$ cat src/rtl/axisIrqPkg.sv
package axisIrqPkg;
  localparam int EVT_N = 6;
  localparam int CNT_W = 7;

  typedef enum logic [1:0] {
    MODE_OR   = 2'b00,
    MODE_MOVE = 2'b01,
    MODE_AND  = 2'b10,
    MODE_POS  = 2'b11
  } irqMode_e;

  typedef struct packed {
    logic flagLoad;
    logic zoneLoad;
  } ctrlStrobe_t;
endpackage

$ cat src/rtl/axisIrqDatapath.sv
module axisIrqDatapath
  import axisIrqPkg::*;
#(
  parameter int W = 12
) (
  input  logic              clk,
  input  logic              rstN,
  input  logic [3*W-1:0]    sampleBus,
  input  logic [EVT_N-1:0]  cfgEnable,
  input  logic [1:0]        cfgMode,
  input  logic [CNT_W-1:0]  cfgThreshold,
  input  ctrlStrobe_t       strobe,
  output logic              cond,
  output logic [EVT_N-1:0]  flags
);
  localparam int EXT_W = W + 1;

  logic [EVT_N-1:0] evt;
  logic [2:0]       magAbove;
  logic             prevKnown;
  logic             known;
  logic signed [EXT_W-1:0] thrPos;
  logic signed [EXT_W-1:0] thrNeg;

  assign thrPos = $signed({{(EXT_W-CNT_W){1'b0}}, cfgThreshold});
  assign thrNeg = -thrPos;

  for (genvar a = 0; a < 3; a++) begin : g_axis
    logic [W-1:0]            axVal;
    logic signed [EXT_W-1:0] axExt;
    assign axVal = sampleBus[a*W +: W];
    assign axExt = $signed({axVal[W-1], axVal});
    assign evt[2*a]     = axExt < thrNeg;
    assign evt[2*a + 1] = axExt > thrPos;
    assign magAbove[a]  = evt[2*a] | evt[2*a + 1];
  end

  logic [EVT_N-1:0] evtEn;
  assign evtEn = evt & cfgEnable;
  assign known = $onehot(magAbove) && (evtEn != '0);

  always_comb begin
    unique case (irqMode_e'(cfgMode))
      MODE_OR:   cond = |evtEn;
      MODE_AND:  cond = (cfgEnable != '0) && (&(evt | ~cfgEnable));
      MODE_MOVE: cond = known && !prevKnown;
      MODE_POS:  cond = known;
      default:   cond = 1'b0;
    endcase
  end

  always_ff @(posedge clk or negedge rstN) begin
    if (!rstN) begin
      flags     <= '0;
      prevKnown <= 1'b0;
    end else begin
      if (strobe.flagLoad) flags <= evtEn;
      if (strobe.zoneLoad) prevKnown <= known;
    end
  end
endmodule

$ cat src/rtl/axisIrqControl.sv
module axisIrqControl
  import axisIrqPkg::*;
(
  input  logic             clk,
  input  logic             rstN,
  input  logic             sampleValid,
  input  logic             srcRead,
  input  logic             cond,
  input  logic [CNT_W-1:0] cfgDuration,
  input  logic             cfgWait,
  input  logic             cfgLatch,
  output ctrlStrobe_t      strobe,
  output logic             active
);
  localparam logic [CNT_W-1:0] CNT_MAX = '1;

  logic [CNT_W-1:0] hitCnt, relCnt, hitNext, relNext, durEff;
  logic             qual, activeNext, held;

  assign durEff  = (cfgDuration == '0) ? CNT_W'(1) : cfgDuration;
  assign hitNext = !cond ? '0 : (hitCnt == CNT_MAX ? CNT_MAX : hitCnt + 1'b1);
  assign relNext = cond ? '0 : (relCnt == CNT_MAX ? CNT_MAX : relCnt + 1'b1);
  assign qual    = cond && (hitNext >= durEff);
  assign held    = cfgLatch && active && !srcRead;

  always_comb begin
    if (!sampleValid) begin
      activeNext = (cfgLatch && srcRead) ? 1'b0 : active;
    end else if (cfgLatch) begin
      activeNext = qual || (active && !srcRead);
    end else if (cfgWait) begin
      activeNext = qual || (active && (relNext < durEff));
    end else begin
      activeNext = qual || (active && cond);
    end
  end

  assign strobe.flagLoad = sampleValid && !held;
  assign strobe.zoneLoad = sampleValid;

  always_ff @(posedge clk or negedge rstN) begin
    if (!rstN) begin
      hitCnt <= '0;
      relCnt <= '0;
      active <= 1'b0;
    end else begin
      active <= activeNext;
      if (sampleValid) begin
        hitCnt <= hitNext;
        relCnt <= relNext;
      end
    end
  end
endmodule

$ cat src/rtl/axisThresholdIrq.sv
module axisThresholdIrq
  import axisIrqPkg::*;
#(
  parameter int W = 12
) (
  input  logic                 clk,
  input  logic                 rstN,
  input  logic                 sampleValid,
  input  logic signed [W-1:0]  sampleX,
  input  logic signed [W-1:0]  sampleY,
  input  logic signed [W-1:0]  sampleZ,
  input  logic [5:0]           cfgEnable,
  input  logic [1:0]           cfgMode,
  input  logic [6:0]           cfgThreshold,
  input  logic [6:0]           cfgDuration,
  input  logic                 cfgWait,
  input  logic                 cfgLatch,
  input  logic                 srcRead,
  output logic                 irqOut,
  output logic [6:0]           srcReg
);
  ctrlStrobe_t      strobe;
  logic             cond, active;
  logic [EVT_N-1:0] flags;

  axisIrqDatapath #(.W(W)) dp_i (
    .clk(clk), .rstN(rstN),
    .sampleBus({sampleZ, sampleY, sampleX}),
    .cfgEnable(cfgEnable), .cfgMode(cfgMode), .cfgThreshold(cfgThreshold),
    .strobe(strobe), .cond(cond), .flags(flags)
  );

  axisIrqControl ctl_i (
    .clk(clk), .rstN(rstN), .sampleValid(sampleValid), .srcRead(srcRead),
    .cond(cond), .cfgDuration(cfgDuration), .cfgWait(cfgWait),
    .cfgLatch(cfgLatch), .strobe(strobe), .active(active)
  );

  assign irqOut = active;
  assign srcReg = {active, flags};
endmodule

$ cat config.mk
export PLATFORM = sky130hd
export DESIGN_NAME = axisThresholdIrq
export DESIGN_NICKNAME = d
export VERILOG_FILES = /design/src/rtl/axisIrqPkg.sv /design/src/rtl/axisIrqDatapath.sv /design/src/rtl/axisIrqControl.sv /design/src/rtl/axisThresholdIrq.sv
export SDC_FILE = /design/constraint.sdc
export NUM_CORES = 1
export LEC_CHECK = 0
export BUFFER_PORTS_ARGS = -buffer_cell sky130_fd_sc_hd__buf_4
export CORE_MARGIN = 5
export CORE_UTILIZATION = 40
export DETAILED_ROUTE_END_ITERATION = 10
export GPL_ROUTABILITY_DRIVEN = 0
export HOLD_SLACK_MARGIN = 0.12
export PLACE_DENSITY = 0.65
export SLEW_MARGIN = 0
export SYNTH_ARGS = -nofsm -noshare
export SYNTH_HDL_FRONTEND = slang
export SYNTH_SLANG_ARGS = --single-unit
$ cat constraint.sdc
create_clock -name clk -period 5.91 [get_ports clk]
set_clock_uncertainty 0.05 [all_clocks]
set_input_delay 1.182 -clock clk [delete_from_list [all_inputs] [get_ports clk]]
set_output_delay 1.182 -clock clk [all_outputs]
set_load 0.02 [all_outputs]
# [Yosys cells after proc, flatten, opt, wreduce, memory -nomap -nowiden]
# Cells that the tools add are included.
[totals] reg_bits=22 out_inout_bits=8 wordCells=64
[op_classes] addsub=5 n_lt_le_gt_ge=8 eq_ne=6 muxes=10 bitwise=6 reduce_logical=24
[op_table] operator="$lt 12x13->1" n=3
[op_table] operator="$gt 12x8->1" n=3
[op_table] operator="$mux 7" n=5
[op_table] operator="$add 7x1->7 const B" n=2
[op_table] operator="$eq 7x7->1 const B" n=2
[op_table] operator="$neg 7->13" n=1
[op_table] operator="$reduce_bool 6->1" n=2
[op_table] operator="$logic_and 1x1->1" n=11
[op_table] operator="$ge 7x7->1" n=1
[op_table] operator="$logic_not 7->1" n=1
[op_table] operator="$lt 7x7->1" n=1
[op_table] operator="$and 6x6->6" n=1
[op_table] operator="$not 6->6" n=1
[op_table] operator="$or 6x6->6" n=1
[op_table] operator="$reduce_and 6->1" n=1
[op_table] operator="$reduce_or 6->1" n=1
[op_table] operator="$eq 2x1->1 const B" n=2
[op_table] operator="$eq 2x2->1 const B" n=2
[op_table] operator="$mux 1" n=4
[op_table] operator="$pmux 1 s4" n=1
[op_table] operator="$logic_not 1->1" n=3
[op_table] operator="$logic_or 1x1->1" n=3
[op_table] operator="$or 1x1->1" n=3
[op_table] operator="$add 1x1->2" n=1
[op_table] operator="3 further kinds" n=3

# [Longest topological paths before layout]
# Gate-level depths: netlist of run 1.
[logic_depth] word_depth=16 mapped_depth=29 mapped_depth_nobuf=27

# [Hierarchy]
# Synthesis of run 1 repeated with hierarchy kept, for this count alone.
[unflattened] hier_cells=373 hier_area_um2=3230.6
[modules_own_cells] module="axisIrqDatapath" instances=1 cells_per_inst=237 area_per_inst_um2=1954.4 seq_area_each_um2=175.2
[modules_own_cells] module="axisIrqControl" instances=1 cells_per_inst=135 area_per_inst_um2=1268.7 seq_area_each_um2=375.4
[modules_own_cells] module="axisThresholdIrq" instances=1 cells_per_inst=1 area_per_inst_um2=7.5 seq_area_each_um2=0.0

# [Worst setup path after synthesis of run 1]
# OpenSTA, ideal clock, no wires.
[synth_timing] kind="input-to-reg" start="input cfgThreshold[1]" end="register ctl_i.active" arrival_time_ns=6.191 required_time_ns=5.728 setup_slack_ns=-0.463 cell_stages=29 path_buffers=2 cell_sequence="inv_1 -> ha_1 -> or4b_4 -> or3_1 -> buf_2 -> inv_1 -> ha_1 -> nand4_1 -> a311oi_1 -> o31ai_1 -> a21boi_2 -> a31oi_1 -> nor2_1 -> fa_1 -> nor2b_1 -> o21ai_0 -> a21oi_1 -> o21ai_2 -> buf_4 -> a22o_1 -> ha_1 -> nand2b_1 -> a21o_1 -> a21o_1 -> a21oi_1 -> nor2b_1 -> o21ai_0 -> a21o_1 -> a32oi_2"
[synth_via] elab_chain_len=16 elab_cells_between_ends=35 cone_classes="add/sub (3); order compare (8); eq/ne (1); mux (6); bitwise (5); reduce/logical (12)"
[synth_rtl] element="start: declaration" line="axisThresholdIrq.sv:14" source="input logic [6:0] cfgThreshold,"
[synth_rtl] element="$neg 7->13" line="axisIrqDatapath.sv:26" source="assign thrNeg = -thrPos;"
[synth_rtl] element="$lt 12x13->1" line="axisIrqDatapath.sv:33" source="assign evt[2*a] = axExt < thrNeg;"
[synth_rtl] element="$or 1x1->1" line="axisIrqDatapath.sv:35" source="assign magAbove[a] = evt[2*a] | evt[2*a + 1];"
[synth_rtl] element="$add 1x1->2 (not written as such)" line="axisIrqDatapath.sv:40" source="assign known = $onehot(magAbove) && (evtEn != '0);"
[synth_rtl] element="$add 2x1->2 (not written as such)" line="axisIrqDatapath.sv:40"
[synth_rtl] element="$eq 2x1->1" line="axisIrqDatapath.sv:40"
[synth_rtl] element="$logic_and 1x1->1" line="axisIrqDatapath.sv:40"
[synth_rtl] element="$logic_and 1x1->1" line="axisIrqDatapath.sv:46" source="MODE_MOVE: cond = known && !prevKnown;"
[synth_rtl] element="$pmux 1 s4 (*)" line="axisIrqDatapath.sv:43" source="unique case (irqMode_e'(cfgMode))"
[synth_rtl] element="$mux 7, on equally long branches" line="axisIrqControl.sv:21, axisIrqControl.sv:22"
[synth_rtl] element="$ge 7x7->1 or $lt 7x7->1 (tied branches)" line="axisIrqControl.sv:23, axisIrqControl.sv:32"
[synth_rtl] element="$logic_and 1x1->1, on equally long branches" line="axisIrqControl.sv:23, axisIrqControl.sv:32"
[synth_rtl] element="$logic_or 1x1->1, on equally long branches" line="axisIrqControl.sv:34, axisIrqControl.sv:32"
[synth_rtl] element="$mux 1" line="axisIrqControl.sv:31" source="end else if (cfgWait) begin"
[synth_rtl] element="$mux 1 (*)" line="axisIrqControl.sv:29" source="end else if (cfgLatch) begin"
[synth_rtl] element="$mux 1 (*)" line="axisIrqControl.sv:27" source="if (!sampleValid) begin"
[synth_rtl] element="end signal: assignment" line="axisIrqControl.sv:47" source="active <= activeNext;"
[synth_rtl] element="end: declaration" line="axisIrqControl.sv:13" source="output logic active"
# Mark *: on every way between the ends. The rest lies on a longest branch, timed or not.
# A chain may end at the register's enable or synchronous reset.

# [Worst setup path in the final report of run 1]
[layout_timing] start="input cfgThreshold[1]" end="register ctl_i.active"
[layout_via] elab_chain_len=16 elab_cells_between_ends=35 cone_classes="add/sub (3); order compare (8); eq/ne (1); mux (6); bitwise (5); reduce/logical (12)"
[layout_rtl] element="$neg 7->13" line="axisIrqDatapath.sv:26"
[layout_rtl] element="$lt 12x13->1" line="axisIrqDatapath.sv:33"
[layout_rtl] element="$or 1x1->1" line="axisIrqDatapath.sv:35"
[layout_rtl] element="$add 1x1->2 (not written as such)" line="axisIrqDatapath.sv:40"
[layout_rtl] element="$add 2x1->2 (not written as such)" line="axisIrqDatapath.sv:40"
[layout_rtl] element="$eq 2x1->1" line="axisIrqDatapath.sv:40"
[layout_rtl] element="$logic_and 1x1->1" line="axisIrqDatapath.sv:40"
[layout_rtl] element="$logic_and 1x1->1" line="axisIrqDatapath.sv:46"
[layout_rtl] element="$pmux 1 s4 (*)" line="axisIrqDatapath.sv:43"
[layout_rtl] element="$mux 7 (*)" line="axisIrqControl.sv:21" source="assign hitNext = !cond ? '0 : (hitCnt == CNT_MAX ? CNT_MAX : hitCnt + 1'b1);"
[layout_rtl] element="named net ctl_i.hitNext[1]" line="axisIrqControl.sv:17" source="logic [CNT_W-1:0] hitCnt, relCnt, hitNext, relNext, durEff;"
[layout_rtl] element="$ge 7x7->1 (*)" line="axisIrqControl.sv:23" source="assign qual = cond && (hitNext >= durEff);"
[layout_rtl] element="$logic_and 1x1->1 (*)" line="axisIrqControl.sv:23"
[layout_rtl] element="$logic_or 1x1->1, on equally long branches" line="axisIrqControl.sv:34, axisIrqControl.sv:32"
[layout_rtl] element="$mux 1" line="axisIrqControl.sv:31"
[layout_rtl] element="$mux 1 (*)" line="axisIrqControl.sv:29"
[layout_rtl] element="$mux 1 (*)" line="axisIrqControl.sv:27"
# Mark *: on every way through the listed nets, which the timed path passes. The rest lies on a longest branch.

==> results.txt, run 1 <==
- Multi-input gate area in the final layout: 2840 um2
- The internal power of the cells totals 446 uW.
- Counting stages on the worst path, the most repeated cell is a21o_1.
- Worst path max stage delay: 450 ps
- The initial antenna violation count was 0.
* Global-route wire length before repair: 17000 um
- CTS built an H-tree with a depth of 1.
- FILL cells: 779
* Worst skew pair latency: 270 ps
- Via-to-Cell Ratio: 5.77
* Leftover overflow at the end of global routing: 0
- Fraction of registers with async set or reset after synthesis: 100%
* Bufs on Longest Clock Path: 2
- The first detailed-routing pass ran for 5 iterations.
- Horiz. Die Dim: 103 um
- Arr. time, crit path: 6060 ps
* Core Area: 8300 um2
- Sw power: 267 uW
- Nets in the synthesized netlist: 557
- Pwr Density: 156 nW/um2
- The Yosys step of the flow raised 0 warnings.
- Setup Viol. Count Final: 1
- The floorplan has 33 rows.
- Result of the run: complete, but fails checks
- The worst setup path is captured at a flip-flop.
- The worst setup path is launched from an input pin.
- Height of the chip: 103 um
- Final Slew Violations: 0
* Total via count after detailed routing: 3621
* Vias in the first global route: 3652
- In this run the remaining antenna-violating nets after routing total 0.
* Max capacitance violation total: 0
* Max VDD drop: 0.0000890 V
* RSZ-0062 raised after global routing: true
- Wire length reported by the detailed router: 10200 um
- Of all nets on the critical path, the largest fanout is 10.
- After synthesis the cells add up to 3430 um2.
* Leak: 0.00225 uW
- The number of different library cells used by synthesis comes to 61.
- Total Nets Final: 659
- The tree built by TritonCTS fans out to 22 sinks.
- Share of Yosys cell area claimed by the top area cell type: 25.5%
- STA puts the critical path data required time at 6010 ps.
- Among all flip-flop cells after synthesis, the most frequent one is dfrtp_1.
- Global routing usage summed across all routing layers: 19.8%
- FF-to-FF setup slack: 2790 ps
- In this run, flip-flops and latches consume 28.8% of the power.
- 0 antenna diodes ended up in the layout.
- Dividing the detail-routed wire length by the instance count gives 16.2 um.
- Initial Utilization: 41.4%
- The routed design could run at a clock period as short as 5970 ps.
- After clock tree synthesis, the clock-pin slew on the worst setup and hold paths is 90 ps.
- The design draws 713 uW.
- TritonCTS built the clock tree.
- The share of total power dissipated in combinational logic is 50.7%.
* Post-synth EDFFs: 0
- Entering global routing, the biggest net connects 40 pins.
- Dividing the final minimum period by the clock period gives 101%.
- # IOs: 72
- Violated checks: setup timing
- Synthesis inferred 22 register bits.
- Net switching is 37.4% of the power.
- Root buf cell: clkbuf_8
- Transition time of the tightest slew-check pin: 661 ps
- Detailed placement ended at an HPWL of 8470 um.
- Proportion of power drawn by the clock network: 20.5%
- The final number of hold-violating endpoints was 0.
* Storage cell area: 551 um2
* Fin worst setup slack: -55.2 ps
* Post-CTS Hold Fix Bufs: 0
* Min-Delay Path Class: reg2reg
* Worst relative slew slack: 54.8%
- By startpoint and endpoint, the worst setup path is classified as in2reg.
- Leading cell types by total area after synthesis: ha_1 26%, dfrtp_1 16%, o21ai_0 5.0%
* Share of the yosys chip area belonging to registers: 16.0%
* Port-buffer cells: 71
- Hold is met by 441 ps.
* Area growth from synthesis to final layout: 32.9%
* Post-route DRC violation count: 0
* Initial DRC Count: 136
* Post-Syn Instances: 422
- Die area: 10500 um2
* Fraction of layout cells with a size suffix above 1: 29.4%
- Number of buffers added by the clock tree synthesis step: 3
- Among all stages on the critical path, the largest delay is contributed by or4b_4.
* Timing-limited maximum frequency: 168 MHz
* Average size of a mapped cell: 8.13 um2
- Cell accounting for the most synthesized area: ha_1
==> timing repair <==
action / 4_1_cts / 5_1_grt
pin swaps: 4 / 6
buffers inserted: 1 / 1
setup endpoints to repair: 1 / 1
resized for setup: 7 / 6
cloned: 0 / 0
==> area by class of cell <==
cell class | count | share of cell area [%]
sequential | 22 | 12.1
multi-input combinational | 354 | 62.2
timing repair buffer | 108 | 17.8
clock buffer | 3 | 0.905
inverter | 35 | 3.51
clock inverter | 1 | 0.658
tap | 105 | 2.88
==> synth_stat cells, types with 3 or more instances <==
| cell | instances |
|---|---|
| nor4_1 | 4 |
| o31ai_1 | 3 |
| dfrtp_1 | 22 |
| a21oi_1 | 33 |
| o211ai_1 | 8 |
| a21o_1 | 10 |
| nand2_1 | 26 |
| nand3_1 | 12 |
| nand2b_1 | 5 |
| nor2_1 | 24 |
| and3_1 | 15 |
| o21ai_0 | 34 |
| o2111ai_1 | 4 |
| xnor2_1 | 5 |
| nor2b_1 | 13 |
| a31oi_1 | 12 |
| o22ai_1 | 8 |
| and2_1 | 7 |
| nand4_1 | 6 |
| clkbuf_1 | 5 |
| ha_1 | 70 |
| a31o_2 | 4 |
| inv_1 | 35 |
| a211oi_1 | 5 |
==> stage by stage <==
stage / setup WS, ps / cell area (um2) / instances / setup TNS [ps] / utilization (%)
detailed placement: -437 / 4400 / 622 / -437 / 53.1
CTS: -0.479 / 4520 / 627 / -0.479 / 54.5
global route: -314 / 4560 / 628 / -314 / 55.0
global placement: -306 / 4400 / 622 / -306 / 53.1
floorplan: -19.2 / 3550 / 422 / -19.2 / -
finish: -55.2 / 4560 / 628 / -55.2 / 55.0
==> logic make-up (layout without fill, tap and decap cells) <==
kind of cell	count (synthesis)	after routing	share of synthesized area, %
muxes	3	3	0.948
AOI/OAI and AO/OA	149	149	29.4
buffers and inverters	46	147	5.76
xor gates and xnor gates	8	8	2.84
and+or+nand+nor	123	123	18.9
DFF	22	22	16.0
adders and majority gates	71	71	26.1
==> critical path, delay by kind of cell <==
family          cells  cell delay (ps)
buf+inv             4              510
simple gates        6             1380
compound gates     13             2040
fa+ha+maj           4              950
==> power groups by stage <==
stage / Combinational, uW / Clock (uW) / Sequential [uW]
floorplan: 227 / 0 / 206
global placement: 343 / 0 / 207
detailed placement: 353 / 0 / 208
CTS: 358 / 149 / 204
global route: 409 / 155 / 210
finish: 362 / 146 / 205
==> state kept, by name (all words and copies together) (netlist names) <==
| register | flops |
|---|---|
| ctl_i.active | 1 |
| dp_i.prevKnown | 1 |
| ctl_i.hitCnt | 7 |
| dp_i.flags | 6 |
| ctl_i.relCnt | 7 |
==> final timing paths <==
check	depth (start not counted)	from	to
setup reg to reg	14	ctl_i.relCnt[0]	ctl_i.active
hold reg to reg	2	dp_i.flags[3]	dp_i.flags[3]
min in group asynchronous	1	rstN	ctl_i.hitCnt[5]
max in group asynchronous	1	rstN	ctl_i.relCnt[0]
setup / recovery	27	cfgThreshold[1]	ctl_i.active
hold / removal	2	dp_i.flags[3]	dp_i.flags[3]
==> per-layer routing <==
| layer | GRT usage, % | share of wire, % |
|---|---|---|
| met1 | 26.8 | 47 |
| met2 | 34.5 | 48 |
| met3 | 1.49 | 3.3 |
| met4 | 3.94 | 1.5 |
| met5 | 0 | 0 |
==> cell usage in the layout (no fill, tap or decap), drive strengths merged, types with 2 or more instances in the layout <==
master	synthesis	layout
o21ai	36	36
nand3	12	12
a31oi	14	14
nor4	4	4
and2	7	7
o31ai	4	4
a2bb2oi	2	2
a22oi	2	2
nand2b	5	5
nand4	6	6
inv	35	35
a211oi	5	5
o211ai	8	8
clkbuf	5	3
a22o	2	2
nor2b	13	13
and3	15	15
o21a	2	2
ha	70	70
mux2	2	2
o22ai	8	8
a21o	10	10
xnor3	2	2
a21oi	33	33
a21boi	4	4
a311oi	3	3
a31o	4	4
dfrtp	22	22
o2111ai	4	4
nand2	26	26
buf	6	108
a41o	2	2
nor2	25	25
nand4b	2	2
xnor2	5	5
Note: power is estimated with default switching activity, not from simulation.
==> run 2: changes to the inputs <==
--- a/config.mk
+++ b/config.mk
@@ -11,8 +11,9 @@
 export DETAILED_ROUTE_END_ITERATION = 10
 export GPL_ROUTABILITY_DRIVEN = 0
 export HOLD_SLACK_MARGIN = 0.12
-export PLACE_DENSITY = 0.65
+export PLACE_DENSITY = 0.66
 export SLEW_MARGIN = 0
 export SYNTH_ARGS = -nofsm -noshare
 export SYNTH_HDL_FRONTEND = slang
+export SYNTH_HIERARCHICAL = 1
 export SYNTH_SLANG_ARGS = --single-unit
==> run 2 against run 1 <==
- the run now ends clean
- global-route usage shrank 2.3 points
- non-clock buffer count decreased by 2
- flip-flop and latch count is the same
- utilization is 3.5 points higher
- setup slack gained 220 ps
- largest power group unchanged
==> results.txt, run 2 <==
- Via-to-Cell Ratio: 5.56 (-3.6%)
- FILL cells: 685 (-12%)
- The data arrival time of the worst path was 5860 ps (-200 ps).
* Share of Yosys cell area claimed by the top area cell type: 27.1% (+1.6 points)
- The count of max-cap constraint violations is 0 (unchanged).
- Die area: 9970 um2 (-5.3%)
- The number of warning messages in the yosys log is 6 (+6).
- The min-delay analysis places its worst path in the category reg2reg.
* Initial DRC Count: 83 (-39%)
- Core Area: 7810 um2 (-5.9%)
- Most instantiated cells after synthesis: 70 x ha_1, 34 x inv_1, 25 x a21oi_1, 23 x nor2_1, 22 x dfrtp_1
- Highest routed layer: met4
- The shortest clock period the worst path allows after layout is 5740 ps (-224 ps).
* Leftover overflow at the end of global routing: 0 (unchanged)
- Fraction of the cycle the final worst path needs: 97.1% (-3.8 points)
- The final number of hold-violating endpoints was 0 (unchanged).
* Transition time of the tightest slew-check pin: 491 ps (-170 ps)
- HPWL after detailed placement: 7390 um (-13%)
- The fraction of final layout cells sized beyond drive strength 1 is 40.0% (+11 points).
- Number of synthesized register bits: 22 (unchanged)
- The net count after synthesis was 508 (-8.8%).
- Timing-limited maximum frequency: 174 MHz (+3.9%)
- Total via count after detailed routing: 3196 (-12%)
* Share of the yosys chip area belonging to registers: 17.0% (+1.0 points)
* H-Tree Level Count: 1 (unchanged)
* Met1 wire length: 4050 um (-16%)
- The met3 wirelength from detailed routing is 372 um (+9.1%).
- Leading cell type in the layout, fill and taps excluded: buf_4
* Predominant post-synthesis flop cell: dfrtp_1
- Average size of a mapped cell: 8.66 um2 (+6.5%)
* Post-Syn Instances: 373 (-12%)
- Most instantiated library cell after synthesis: ha_1
- The die height is 99.9 um (-2.7%).
- Clock slew at reported path FFs: 80 ps (about the same)
- The final number of setup-violating endpoints is 0 (-1).
* CP Capture Type: flip-flop
- Post-Syn Area: 3230 um2 (-5.9%)
- Worst skew pair latency: 260 ps (about the same)
* Post-synth EDFFs: 0 (unchanged)
- Initial antenna violation count: 0 (unchanged)
* # IOs: 72 (unchanged)
* Path type of the worst setup path: in2reg
- Max VDD drop: 0.000141 V (+59%)
* ANT nets after route: 0 (unchanged)
- The endpoint required time on the critical path is 6030 ps (+20 ps).
- The pin count of the biggest net entering global routing was 23 (-43%).
* Number of distinct standard cells referenced by the synthesized netlist: 62 (+1.6%)
- Number of buffers added by the clock tree synthesis step: 3 (unchanged)
- Compared with the post-synthesis result, the final layout area differs by 41.4%.
- Bufs on Longest Clock Path: 2 (unchanged)
* FF-to-FF setup slack: 3230 ps (+440 ps)
- Ranked by total cell area, the synthesized netlist is headed by ha_1 27%, dfrtp_1 17%, mux2_2 5.2%.
- The largest total area in the synthesized netlist belongs to ha_1.
- Highest-count cells in the layout ignoring fill and taps: 100 x buf_4, 60 x ha_1, 30 x inv_1, 22 x dfrtp_1, 21 x a21oi_1
- The starting density of the core came to 41.4% (about the same).
- The total routing resource utilization after global routing was 17.5% (-2.3 points).
- STA classifies the critical path startpoint as an input pin.
* Root buf cell: clkbuf_8
* Standard-cell rows: 32 (-3.0%)
- Top Registers: ctl_i/hitCnt: 7 flops, ctl_i/relCnt: 7 flops, dp_i/flags: 6 flops
- Average wire per cell in the routed design: 16.0 um (-1.4%)
- The routed length on met2 was 4710 um (-3.1%).
- Post-route DRC violation count: 0 (unchanged)
- Number of standard cells in the layout, taps in and fillers out: 575 (-8.4%)
- The number of nets in the layout came to 609 (-7.6%).
- Wire length reported by the detailed router: 9200 um (-9.7%)
- Final Slew Violations: 0 (unchanged)
- The flow ran to the end, and the final reports show no timing, DRC or antenna violations.
* Ant. Diodes: 0 (unchanged)
* Critical-path maximum fanout: 6 (-4)
* Number of optimization iterations in the first detailed-route pass: 4 (-1)
* Worst slack on hold paths: 467 ps (+26.5 ps)
* Fraction of registers with async set or reset after synthesis: 100% (unchanged)
* Horiz. Die Dim: 99.9 um (-2.7%)
* Total clock sinks: 22 (unchanged)
- Clock tree from TritonCTS: built
- RSZ-0062 raised after global routing: true
- Leak: 0.00220 uW (-2.3%)
- The number of placed instances with taps included is 564 (-9.3%).
* Worst relative slew slack: 67.0% (+12 points)
* Global-route wire length before repair: 14700 um (-13%)
- Vias in the first global route: 3312 (-9.3%)
- The power density over the cells came to 137 nW/um2 (-13%).
- The number of buffer cells added on primary ports is 71 (unchanged).
==> run 2: power by group <==
group          switching, uW  total (uW)  internal, uW
Clock                   51.6         142          90.5
Sequential              14.0         180           166
Combinational            147         302           155
==> run 2: critical path: stages <==
cell	delay [ps]
buf_8	110
inv_4	50
ha_4	120
or4b_4	460
nand2b_4	190
inv_6	100
buf_6	110
ha_4	130
nand4_1	90
nor2_2	180
o21ai_2	90
o31ai_4	290
mux2i_4	300
nor2_2	70
fa_1	500
nand2b_4	160
o21ai_2	130
nand2_2	90
o32ai_4	190
buf_12	170
buf_8	110
o21a_1	170
ha_4	140
a211oi_2	40
or3_1	340
a32o_1	250
o311ai_1	80
==> run 2: kinds of logic after synthesis <==
logic type | Yosys count | synth area share [%]
xor gates and xnor gates | 11 | 3.41
muxes | 20 | 7.16
AOI/OAI and AO/OA | 93 | 20.5
and+or+nand+nor | 112 | 18.5
DFF | 22 | 17.0
buffers and inverters | 44 | 5.62
adders and majority gates | 71 | 27.7
==> run 2: layer usage <==
metal / GRT usage, % / vias up
li1: - / 1593
met2: 32.3 / 77
met4: 3.68 / 0
met5: 0 / -
met1: 22.1 / 1518
met3: 1.46 / 8
==> run 2: final timing paths <==
kind / startpoint / to / cells after the start
max in group asynchronous: rstN / dp_i/flags[4] / 1
max: cfgThreshold[0] / ctl_i/active / 27
min reg2reg: dp_i/flags[3] / dp_i/flags[3] / 1
max reg2reg: ctl_i/hitCnt[1] / ctl_i/active / 12
min in group asynchronous: rstN / ctl_i/relCnt[0] / 1
min: dp_i/flags[3] / dp_i/flags[3] / 1
==> run 2: layout make-up <==
cell class / instances / area (um2) / share of cell area [%]
Inverter: 34 / 140 / 3.07
Clock buffer: 3 / 41.3 / 0.904
Multi-Input combinational cell: 307 / 2830 / 62.1
Tap cell: 102 / 128 / 2.79
Clock inverter: 1 / 30.0 / 0.658
Timing Repair Buffer: 106 / 843 / 18.5
Sequential cell: 22 / 551 / 12.1
==> run 2: through the flow <==
step	util [%]	power, uW	setup WS [ps]	area, um2	setup TNS (ps)
floorplan	-	339	20.9	3270	0
global route	58.5	671	-56.4	4570	-56.4
finish	58.5	625	168	4570	0
detailed placement	52.3	445	-364	4090	-364
global placement	52.3	436	-190	4090	-190
CTS	54.9	604	5.63	4290	0
==> run 2: timing repair <==
action	CTS	global route
resized for setup	19	47
setup buffers	4	4
gates cloned	1	0
hold buffers	0	0
setup endpoints to repair	1	1
hold endpoints to repair	0	0
pin swaps	10	20
